==> src/rtl/exc_pkg.sv <==
package exc_pkg;

    localparam int unsigned STATUS_W = 32;
    localparam int unsigned MODE_W   = 5;
    localparam int unsigned NUM_SRC  = 7;
    localparam int unsigned CODE_W   = 3;

    // status word bit positions
    localparam int unsigned SB_A = 8;
    localparam int unsigned SB_I = 7;
    localparam int unsigned SB_F = 6;
    localparam int unsigned SB_T = 5;

    // mode encodings
    localparam logic [MODE_W-1:0] MODE_SVC = 5'b10011;
    localparam logic [MODE_W-1:0] MODE_UND = 5'b11011;
    localparam logic [MODE_W-1:0] MODE_ABT = 5'b10111;
    localparam logic [MODE_W-1:0] MODE_IRQ = 5'b10010;
    localparam logic [MODE_W-1:0] MODE_FIQ = 5'b10001;

    // exception codes: vector offset divided by four
    typedef enum logic [CODE_W-1:0] {
        EXC_RESET = 3'd0,
        EXC_UNDEF = 3'd1,
        EXC_SVC   = 3'd2,
        EXC_PABT  = 3'd3,
        EXC_DABT  = 3'd4,
        EXC_IRQ   = 3'd6,
        EXC_FIQ   = 3'd7
    } exc_code_t;

    // priority slots, 0 is the most urgent
    localparam int unsigned SLOT_RESET = 0;
    localparam int unsigned SLOT_DABT  = 1;
    localparam int unsigned SLOT_FIQ   = 2;
    localparam int unsigned SLOT_IRQ   = 3;
    localparam int unsigned SLOT_PABT  = 4;
    localparam int unsigned SLOT_UNDEF = 5;
    localparam int unsigned SLOT_SVC   = 6;

    typedef struct packed {
        logic [MODE_W-1:0] mode;
        logic              set_a;
        logic              set_f;
    } exc_profile_t;

    typedef enum logic {
        ST_RUN   = 1'b0,
        ST_ENTER = 1'b1
    } entry_state_t;

    function automatic exc_code_t slot_code(input int unsigned slot);
        case (slot)
            SLOT_RESET: return EXC_RESET;
            SLOT_DABT:  return EXC_DABT;
            SLOT_FIQ:   return EXC_FIQ;
            SLOT_IRQ:   return EXC_IRQ;
            SLOT_PABT:  return EXC_PABT;
            SLOT_UNDEF: return EXC_UNDEF;
            default:    return EXC_SVC;
        endcase
    endfunction

endpackage

==> src/rtl/exc_arbiter.sv <==
module exc_arbiter
    import exc_pkg::*;
#(
    parameter int unsigned N = NUM_SRC
) (
    input  logic [N-1:0] req_prio,
    input  logic         irq_mask,
    input  logic         fiq_mask,
    output logic         grant_vld,
    output exc_code_t    grant_code
);

    logic [N-1:0] elig;
    logic [N-1:0] grant;

    // per-slot gating by the interrupt masks
    for (genvar i = 0; i < N; i++) begin : g_elig
        if (i == SLOT_IRQ) begin : g_irq
            assign elig[i] = req_prio[i] & ~irq_mask;
        end else if (i == SLOT_FIQ) begin : g_fiq
            assign elig[i] = req_prio[i] & ~fiq_mask;
        end else begin : g_plain
            assign elig[i] = req_prio[i];
        end
    end

    always_comb begin
        logic seen;
        seen  = 1'b0;
        grant = '0;
        for (int i = 0; i < N; i++) begin
            grant[i] = elig[i] & ~seen;
            seen     = seen | elig[i];
        end
    end

    always_comb begin
        grant_code = EXC_RESET;
        for (int i = 0; i < N; i++) begin
            if (grant[i]) grant_code = slot_code(i);
        end
    end

    assign grant_vld = |elig;

endmodule

==> src/rtl/exc_profile.sv <==
module exc_profile
    import exc_pkg::*;
(
    input  exc_code_t    code,
    output exc_profile_t prof
);

    always_comb begin
        unique case (code)
            EXC_RESET: prof = '{mode: MODE_SVC, set_a: 1'b1, set_f: 1'b1};
            EXC_UNDEF: prof = '{mode: MODE_UND, set_a: 1'b0, set_f: 1'b0};
            EXC_SVC:   prof = '{mode: MODE_SVC, set_a: 1'b0, set_f: 1'b0};
            EXC_PABT:  prof = '{mode: MODE_ABT, set_a: 1'b1, set_f: 1'b0};
            EXC_DABT:  prof = '{mode: MODE_ABT, set_a: 1'b1, set_f: 1'b0};
            EXC_IRQ:   prof = '{mode: MODE_IRQ, set_a: 1'b0, set_f: 1'b0};
            EXC_FIQ:   prof = '{mode: MODE_FIQ, set_a: 1'b1, set_f: 1'b1};
            default:   prof = '{mode: MODE_SVC, set_a: 1'b0, set_f: 1'b0};
        endcase
    end

endmodule

==> src/rtl/exc_status_build.sv <==
module exc_status_build
    import exc_pkg::*;
(
    input  logic [STATUS_W-1:0] old_status,
    input  exc_profile_t        prof,
    output logic [STATUS_W-1:0] entry_status
);

    always_comb begin
        entry_status              = old_status;
        entry_status[MODE_W-1:0]  = prof.mode;
        entry_status[SB_I]        = 1'b1;
        entry_status[SB_T]        = 1'b0;
        if (prof.set_a) entry_status[SB_A] = 1'b1;
        if (prof.set_f) entry_status[SB_F] = 1'b1;
    end

endmodule

==> src/rtl/exc_entry_ctrl.sv <==
module exc_entry_ctrl
    import exc_pkg::*;
#(
    parameter int unsigned      ADDR_W      = 32,
    parameter logic [ADDR_W-1:0] LO_VEC_BASE = '0,
    parameter logic [ADDR_W-1:0] HI_VEC_BASE = 32'hFFFF_0000
) (
    input  logic                clk,
    input  logic                rst_n,
    input  logic                req_reset,
    input  logic                req_undef,
    input  logic                req_svc,
    input  logic                req_pabt,
    input  logic                req_dabt,
    input  logic                req_irq,
    input  logic                req_fiq,
    input  logic [STATUS_W-1:0] cur_status,
    input  logic [ADDR_W-1:0]   ret_addr,
    input  logic                hivec,
    output logic                take_exc,
    output logic [CODE_W-1:0]   exc_code,
    output logic [STATUS_W-1:0] new_status,
    output logic                spsr_wr_en,
    output logic [STATUS_W-1:0] spsr_val,
    output logic                lr_wr_en,
    output logic [ADDR_W-1:0]   lr_val,
    output logic [ADDR_W-1:0]   vec_addr
);

    localparam int unsigned OFS_PAD = ADDR_W - CODE_W - 2;

    entry_state_t        state_q, state_d;
    logic [NUM_SRC-1:0]  req_prio;
    logic                sel_vld;
    exc_code_t           sel_code;
    exc_profile_t        sel_prof;
    logic [STATUS_W-1:0] sel_status;
    logic [ADDR_W-1:0]   sel_vec;
    logic                accept;

    logic [CODE_W-1:0]   code_q;
    logic [STATUS_W-1:0] status_q;
    logic [STATUS_W-1:0] spsr_q;
    logic [ADDR_W-1:0]   lr_q;
    logic [ADDR_W-1:0]   vec_q;
    logic                bank_we_q;

    // slot order follows the priority slots of the package
    assign req_prio = {req_svc, req_undef, req_pabt, req_irq,
                       req_fiq, req_dabt, req_reset};

    exc_arbiter #(.N(NUM_SRC)) u_arb (
        .req_prio   (req_prio),
        .irq_mask   (cur_status[SB_I]),
        .fiq_mask   (cur_status[SB_F]),
        .grant_vld  (sel_vld),
        .grant_code (sel_code)
    );

    exc_profile u_prof (
        .code (sel_code),
        .prof (sel_prof)
    );

    exc_status_build u_stat (
        .old_status   (cur_status),
        .prof         (sel_prof),
        .entry_status (sel_status)
    );

    assign sel_vec = (hivec ? HI_VEC_BASE : LO_VEC_BASE)
                   + {{OFS_PAD{1'b0}}, sel_code, 2'b00};

    // next state: accept / idle / retire
    always_comb begin
        state_d = state_q;
        accept  = 1'b0;
        unique case (state_q)
            ST_RUN: begin
                if (sel_vld) begin
                    state_d = ST_ENTER;
                    accept  = 1'b1;
                end
            end
            ST_ENTER: state_d = ST_RUN;
            default:  state_d = ST_RUN;
        endcase
    end

    // state register
    always_ff @(posedge clk) begin
        if (!rst_n) state_q <= ST_RUN;
        else        state_q <= state_d;
    end

    // entry value registers
    always_ff @(posedge clk) begin
        if (!rst_n) begin
            code_q    <= '0;
            status_q  <= '0;
            spsr_q    <= '0;
            lr_q      <= '0;
            vec_q     <= '0;
            bank_we_q <= 1'b0;
        end else begin
            bank_we_q <= 1'b0;
            if (accept) begin
                code_q    <= sel_code;
                status_q  <= sel_status;
                spsr_q    <= cur_status;
                lr_q      <= ret_addr;
                vec_q     <= sel_vec;
                bank_we_q <= (sel_code != EXC_RESET);
            end
        end
    end

    assign take_exc   = (state_q == ST_ENTER);
    assign exc_code   = code_q;
    assign new_status = status_q;
    assign spsr_val   = spsr_q;
    assign lr_val     = lr_q;
    assign vec_addr   = vec_q;
    assign spsr_wr_en = bank_we_q;
    assign lr_wr_en   = bank_we_q;

endmodule

==> config.mk <==
export PLATFORM = sky130hd
export DESIGN_NAME = exc_entry_ctrl
export DESIGN_NICKNAME = d
export VERILOG_FILES = /design/src/rtl/exc_pkg.sv /design/src/rtl/exc_arbiter.sv /design/src/rtl/exc_profile.sv /design/src/rtl/exc_status_build.sv /design/src/rtl/exc_entry_ctrl.sv
export SDC_FILE = /design/constraint.sdc
export NUM_CORES = 1
export LEC_CHECK = 0
export ABC_AREA = 0
export BUFFER_PORTS_ARGS = -buffer_cell sky130_fd_sc_hd__buf_4
export CORE_AREA = 2 2 94 96
export DETAILED_ROUTE_END_ITERATION = 8
export DIE_AREA = 0 0 96 98
export PLACE_DENSITY = 0.73
export SYNTH_ARGS = -nofsm -noshare
export SYNTH_HDL_FRONTEND = slang
export SYNTH_SLANG_ARGS = --single-unit
==> constraint.sdc <==
create_clock -name clk -period 3.3 [get_ports clk]
set_clock_uncertainty 0.05 [all_clocks]
set_input_delay 0.33 -clock clk [delete_from_list [all_inputs] [get_ports clk]]
set_output_delay 0.33 -clock clk [all_outputs]
set_load 0.01 [all_outputs]
# Word level (Yosys, flattened, before mapping)
# Index checks and enable logic that the tools add are counted.
# Widths: inputs -> output; s select.
dict set report word_totals {
  register_bits 132
  inputBits 74
  output_inout_bits 134
  wordCells 53
}
dict set report classes {
  addsub 1
  eq_ne 5
  n_mux 13
  bitwise 22
  n_reduce_logical 5
}
# op count
set op_table {}
lappend op_table {{$add 32x5->32} 1}
lappend op_table {{$mux 32} 1}
lappend op_table {{$pmux 6 s5} 1}
lappend op_table {{$mux 3} 6}
lappend op_table {{$eq 3x3->1 const B} 3}
lappend op_table {{$not 1->1} 9}
lappend op_table {{$and 1x1->1} 8}
lappend op_table {{$reduce_or 7->1} 1}
lappend op_table {{$or 1x1->1} 5}
lappend op_table {{$mux 1} 4}
lappend op_table {{$eq 3x1->1 const B} 1}
lappend op_table {{$eq 3x2->1 const B} 1}
lappend op_table {{$logic_not 3->1} 1}
lappend op_table {{$reduce_bool 3->1} 1}
lappend op_table {{$pmux 1 s2} 1}
lappend op_table {{$reduce_and 2->1} 1}
lappend op_table {{$reduce_or 2->1} 1}

# Depth between registers and ports, before layout
dict set report logic_depth {
  depth_word 13
  ltp_mapped 7
  depth_no_buf 7
}

# Hierarchy
# A second synthesis with hierarchy kept.
dict set report unflattened {
  cells_unflattened 530
  hier_area_um2 4695.8
}
# mod instances cells_each area_each_um2 seq_area_each_um2
set by_module_without_submodules {}
lappend by_module_without_submodules {exc_entry_ctrl 1 472 4302.9 2042.0}
lappend by_module_without_submodules {exc_status_build 1 34 245.2 0.0}
lappend by_module_without_submodules {exc_arbiter 1 13 78.8 0.0}
lappend by_module_without_submodules {exc_profile 1 11 68.8 0.0}

# Worst setup path before layout
# No wires, ideal clock.
dict set report synth_path {
  path_type {input to register}
  startpoint {input port cur_status[6]}
  endpoint {register status_q[8] (netlist: new_status[8])}
  setup_time_ps 132
  arrival_time_ps 1516
  required_ps 3118
  path_slack_ps 1602
  cell_stages 7
  n_path_buf 0
  path_cell_list {nand2b_1 and3_1 a211o_1 inv_1 ha_1 nor3_1 nor3_1}
}
dict set report synth_between {
  elab_chain_cells 13
  elab_cells_between_ends 32
  cone_classes {5 x eq/ne; 9 x mux; 15 x bitwise; 3 x reduce/logical}
}
# item line
set synth_lines {}
lappend synth_lines {{start, declared} exc_entry_ctrl.sv:17} ;# input logic [STATUS_W-1:0] cur_status,
lappend synth_lines {{$not 1->1 (*)} exc_arbiter.sv:21} ;# assign elig[i] = req_prio[i] & ~fiq_mask;
lappend synth_lines {{$and 1x1->1 (*)} exc_arbiter.sv:21}
lappend synth_lines {{$or 1x1->1} exc_arbiter.sv:33} ;# seen = seen | elig[i];
lappend synth_lines {{$not 1->1 or $or 1x1->1 (tied branches)} {exc_arbiter.sv:32, exc_arbiter.sv:33}}
lappend synth_lines {{$and 1x1->1, or another cell as far along} exc_arbiter.sv:32} ;# grant[i] = elig[i] & ~seen;
lappend synth_lines {{$mux 3, or another cell as far along (2 in series)} exc_arbiter.sv:40} ;# if (grant[i]) grant_code = slot_code(i);
lappend synth_lines {{$mux 3 or $and 1x1->1 (tied branches)} {exc_arbiter.sv:40, exc_arbiter.sv:32}}
lappend synth_lines {{$mux 3 (*)} exc_arbiter.sv:40}
lappend synth_lines {{net sel_code[1]} exc_entry_ctrl.sv:35} ;# exc_code_t sel_code;
lappend synth_lines {{$eq 3x2->1 or $eq 3x3->1 (tied branches)} exc_profile.sv:9} ;# unique case (code)
lappend synth_lines {{$reduce_or 2->1 (no source line)} n/a}
lappend synth_lines {{$pmux 6 s5 (*)} exc_profile.sv:9}
lappend synth_lines {{$mux 1 (*)} exc_status_build.sv:14} ;# if (prof.set_a) entry_status[SB_A] = 1'b1;
lappend synth_lines {{end signal, assigned} exc_entry_ctrl.sv:109} ;# status_q <= sel_status;
lappend synth_lines {{end, declared} exc_entry_ctrl.sv:42} ;# logic [STATUS_W-1:0] status_q;
# Mark *: on every way through the listed nets, which the timed path passes. The rest lies on a longest branch.
# A chain may end at the register's enable or synchronous reset.

# Worst setup path in the final report
dict set report layout_path {
  startpoint {input port req_undef}
  endpoint {register spsr_q[6] (netlist: spsr_val[6])}
}
dict set report layout_between {
  elab_chain_cells 3
}
# item line
set layout_lines {}
lappend layout_lines {{start, declared} exc_entry_ctrl.sv:11} ;# input logic req_undef,
lappend layout_lines {{$reduce_or 7->1} exc_arbiter.sv:44} ;# assign grant_vld = |elig;
lappend layout_lines {{$mux 1} exc_entry_ctrl.sv:80} ;# if (sel_vld) begin
lappend layout_lines {{$mux 1} exc_entry_ctrl.sv:78} ;# unique case (state_q)
lappend layout_lines {{end signal, assigned} exc_entry_ctrl.sv:110} ;# spsr_q <= cur_status;
lappend layout_lines {{end, declared} exc_entry_ctrl.sv:43} ;# logic [STATUS_W-1:0] spsr_q;
# No other way between the ends.

==> qor.yml <==
sta:
  drv_slew: 0
  setup-violations-final: 0
  post-route-min-period_ns: 1.85
  hold_violations: 0
  worst_slack_ns: 1.45
  max_slew_margin_pct: 40.1
  final.setup.tns_ns: 0
  worstMarginPinSlew_ns: 0.899
  max_freq_mhz: 542
  rsz0062_at_grt: "no"
  finalCritPeriodShare_pct: 55.9
drt:
  vias_per_cell: 4.58
  vias: 3035
  wire_per_inst_um: 12.2
  wl_um: 8100
  drt_first_pass_iters: 4
  antenna_left: 0
  drc: 0
  first_iter_violations: 138
floorplanning:
  fp.dieW_um: 96
  std_cell_rows: 34
  core_mm2: 0.00847
  dieArea_mm2: 0.00941
  io-pin-count: 208
  start_util_pct: 38.9
  die_h_um: 98
cts:
  post_cts_buffers: 0
  clock_sink_count: 77
  cts_tree: "built"
  cts-root-buf: "clkbuf_8"
  cts_hold_buf: 0
  numCtsBuffers: 9
  ctsResizeCount: 0
  clkLatencyLatePin_ns: 0.34
  cts_buffer_depth: 2
  cts_max_level: 3
  path_clk_slew_ns: 0.08
place:
  dp_slack_ns: 1.09
  placedInstanceArea_mm2: 0.00440
  dp_cells: 646
  gp_congestion: 0.750
  portBuffers: 193
  hpwl_um: 6010
finish:
  final_common_cell: "buf_4"
  layout.nets: 627
  seq_area_mm2: 0.00154
  final_cell_mix: "buf_4 (196), nand2_1 (135), dfxtp_1 (77), a21oi_1 (68), conb_1 (14)"
  multi_input_area_mm2: 0.00121
  fin_cells: 662
  antenna_cells: 0
  final_area_mm2: 0.00461
  area_delta_synth_final_pct: 39.9
  fillers: 805
  final_util_pct: 54.5
  layout-drive-gt1-share_pct: 39.2
critical_path:
  crit_arrival_ns: 2.05
  crit_type: "input pin to register"
  cp-end-kind: "register"
  worst_ep_required_time_ns: 3.51
  startpoint_type: "input pin"
  crit_fanout: 38
synth:
  synth_top_area_cell: "dfxtp_1"
  ys_types: 28
  synth.area.top_cells: "dfxtp_1 (47%), nand2_1 (15%), buf_4 (14%), a21oi_1 (10%), buf_6 (2.4%)"
  avgSynthCellArea_um2: 8.06
  synthCells: 409
  synth-seq-cells: 77
  netlist_area_mm2: 0.00330
  yosysWarnings: 0
  yosysTopAreaCellShare_pct: 46.8
  yosysSeqAreaShare_pct: 46.8
grt:
  grt_util_all_layers_pct: 16.8
  antenna_found_initial: 0
  grt_pass1_vias: 2798
  grt_max_degree: 55
  grt.overflow.total: 0
  grt_pass1_wl_um: 12600
worst_hold_path:
  hp-class: "input pin to register"
pwr:
  powerDensity_mw_per_mm2: 487
  leakage_nw: 2.27
  ir_drop_mv: 0.269
run_status:
  outcome: "finished, final reports clean"
run:
  maxCapViolCount: 0
layer usage:
layer | global-route usage [%] | share of wire [%] | vias up
li1 | - | - | 1529
met1 | 17.9 | 39 | 1382
met2 | 29.8 | 52 | 114
met3 | 5.86 | 7.9 | 10
met4 | 6.92 | 1.9 | 0
met5 | 0 | 0 | -
cell type report:
class / instances / share of cell area [%]
well taps: 108 / 2.93
clock inverters: 6 / 1.90
inverters: 5 / 0.407
clock buffers: 10 / 2.77
multi-input cells: 259 / 26.3
repair buffers: 197 / 32.3
flip-flops and latches: 77 / 33.4
critical path, cell delays in order:
cell and delay [ns]:
buf_4 0.13, nor4_2 0.41, a41o_2 0.66, buf_12 0.27, nand2_1 0.07, a21oi_1 0.15
registers in the layout, indices dropped and copies added (netlist names):
signal      cells
spsr_val       31
exc_code        2
take_exc        1
lr_wr_en        1
vec_addr        2
new_status      8
lr_val         32
logic make-up (layout without fill, tap and decap cells):
| kind of cell | count (synthesis) | in the layout | synth area share (%) |
|---|---|---|---|
| DFF | 77 | 77 | 46.8 |
| AOI/OAI and AO/OA | 85 | 85 | 14.4 |
| other | 1 | 14 | 0.114 |
| and+or+nand+nor | 156 | 156 | 18.8 |
| adders and majority gates | 4 | 4 | 1.52 |
| buffers and inverters | 86 | 218 | 18.4 |
synthesized netlist by cell type:
cell type,instances
o21ai_0,3
a41o_1,1
nor3_1,3
nand3_1,2
nor2b_1,2
a311oi_1,2
a211oi_1,1
buf_4,61
nand2_1,135
and2_1,1
buf_6,7
o31ai_1,2
a31oi_1,3
inv_1,5
buf_2,1
nor4_2,1
a31o_2,1
conb_1,1
dfxtp_1,77
a21oi_1,68
o32ai_1,1
a211o_1,2
nor2_1,7
nand2b_1,4
a41oi_2,1
ha_1,4
and3_1,1
clkbuf_1,12
through the flow:
stage               hold slack, ns  power, W
detailed placement           0.394   0.00151
global route                 0.142   0.00236
CTS                          0.150   0.00228
finish                       0.172   0.00225
floorplan                    0.416   0.00132
global placement             0.392   0.00150
power by group:
part           total (W)  internal, W  switching (W)
Combinational   0.000441     0.000226       0.000216
Sequential       0.00104     0.000995      0.0000448
Clock           0.000764     0.000426       0.000338
final timing paths:
path / startpoint / to / slack, ns / cells past startpoint
max: req_undef / spsr_val[6] / 1.45 / 6
min reg2reg: new_status[3] / new_status[3] / 0.41 / 2
min: ret_addr[16] / lr_val[16] / 0.17 / 3
max reg2reg: take_exc / spsr_val[6] / 1.58 / 4
No activity file was read; power rests on OpenSTA's default activity.
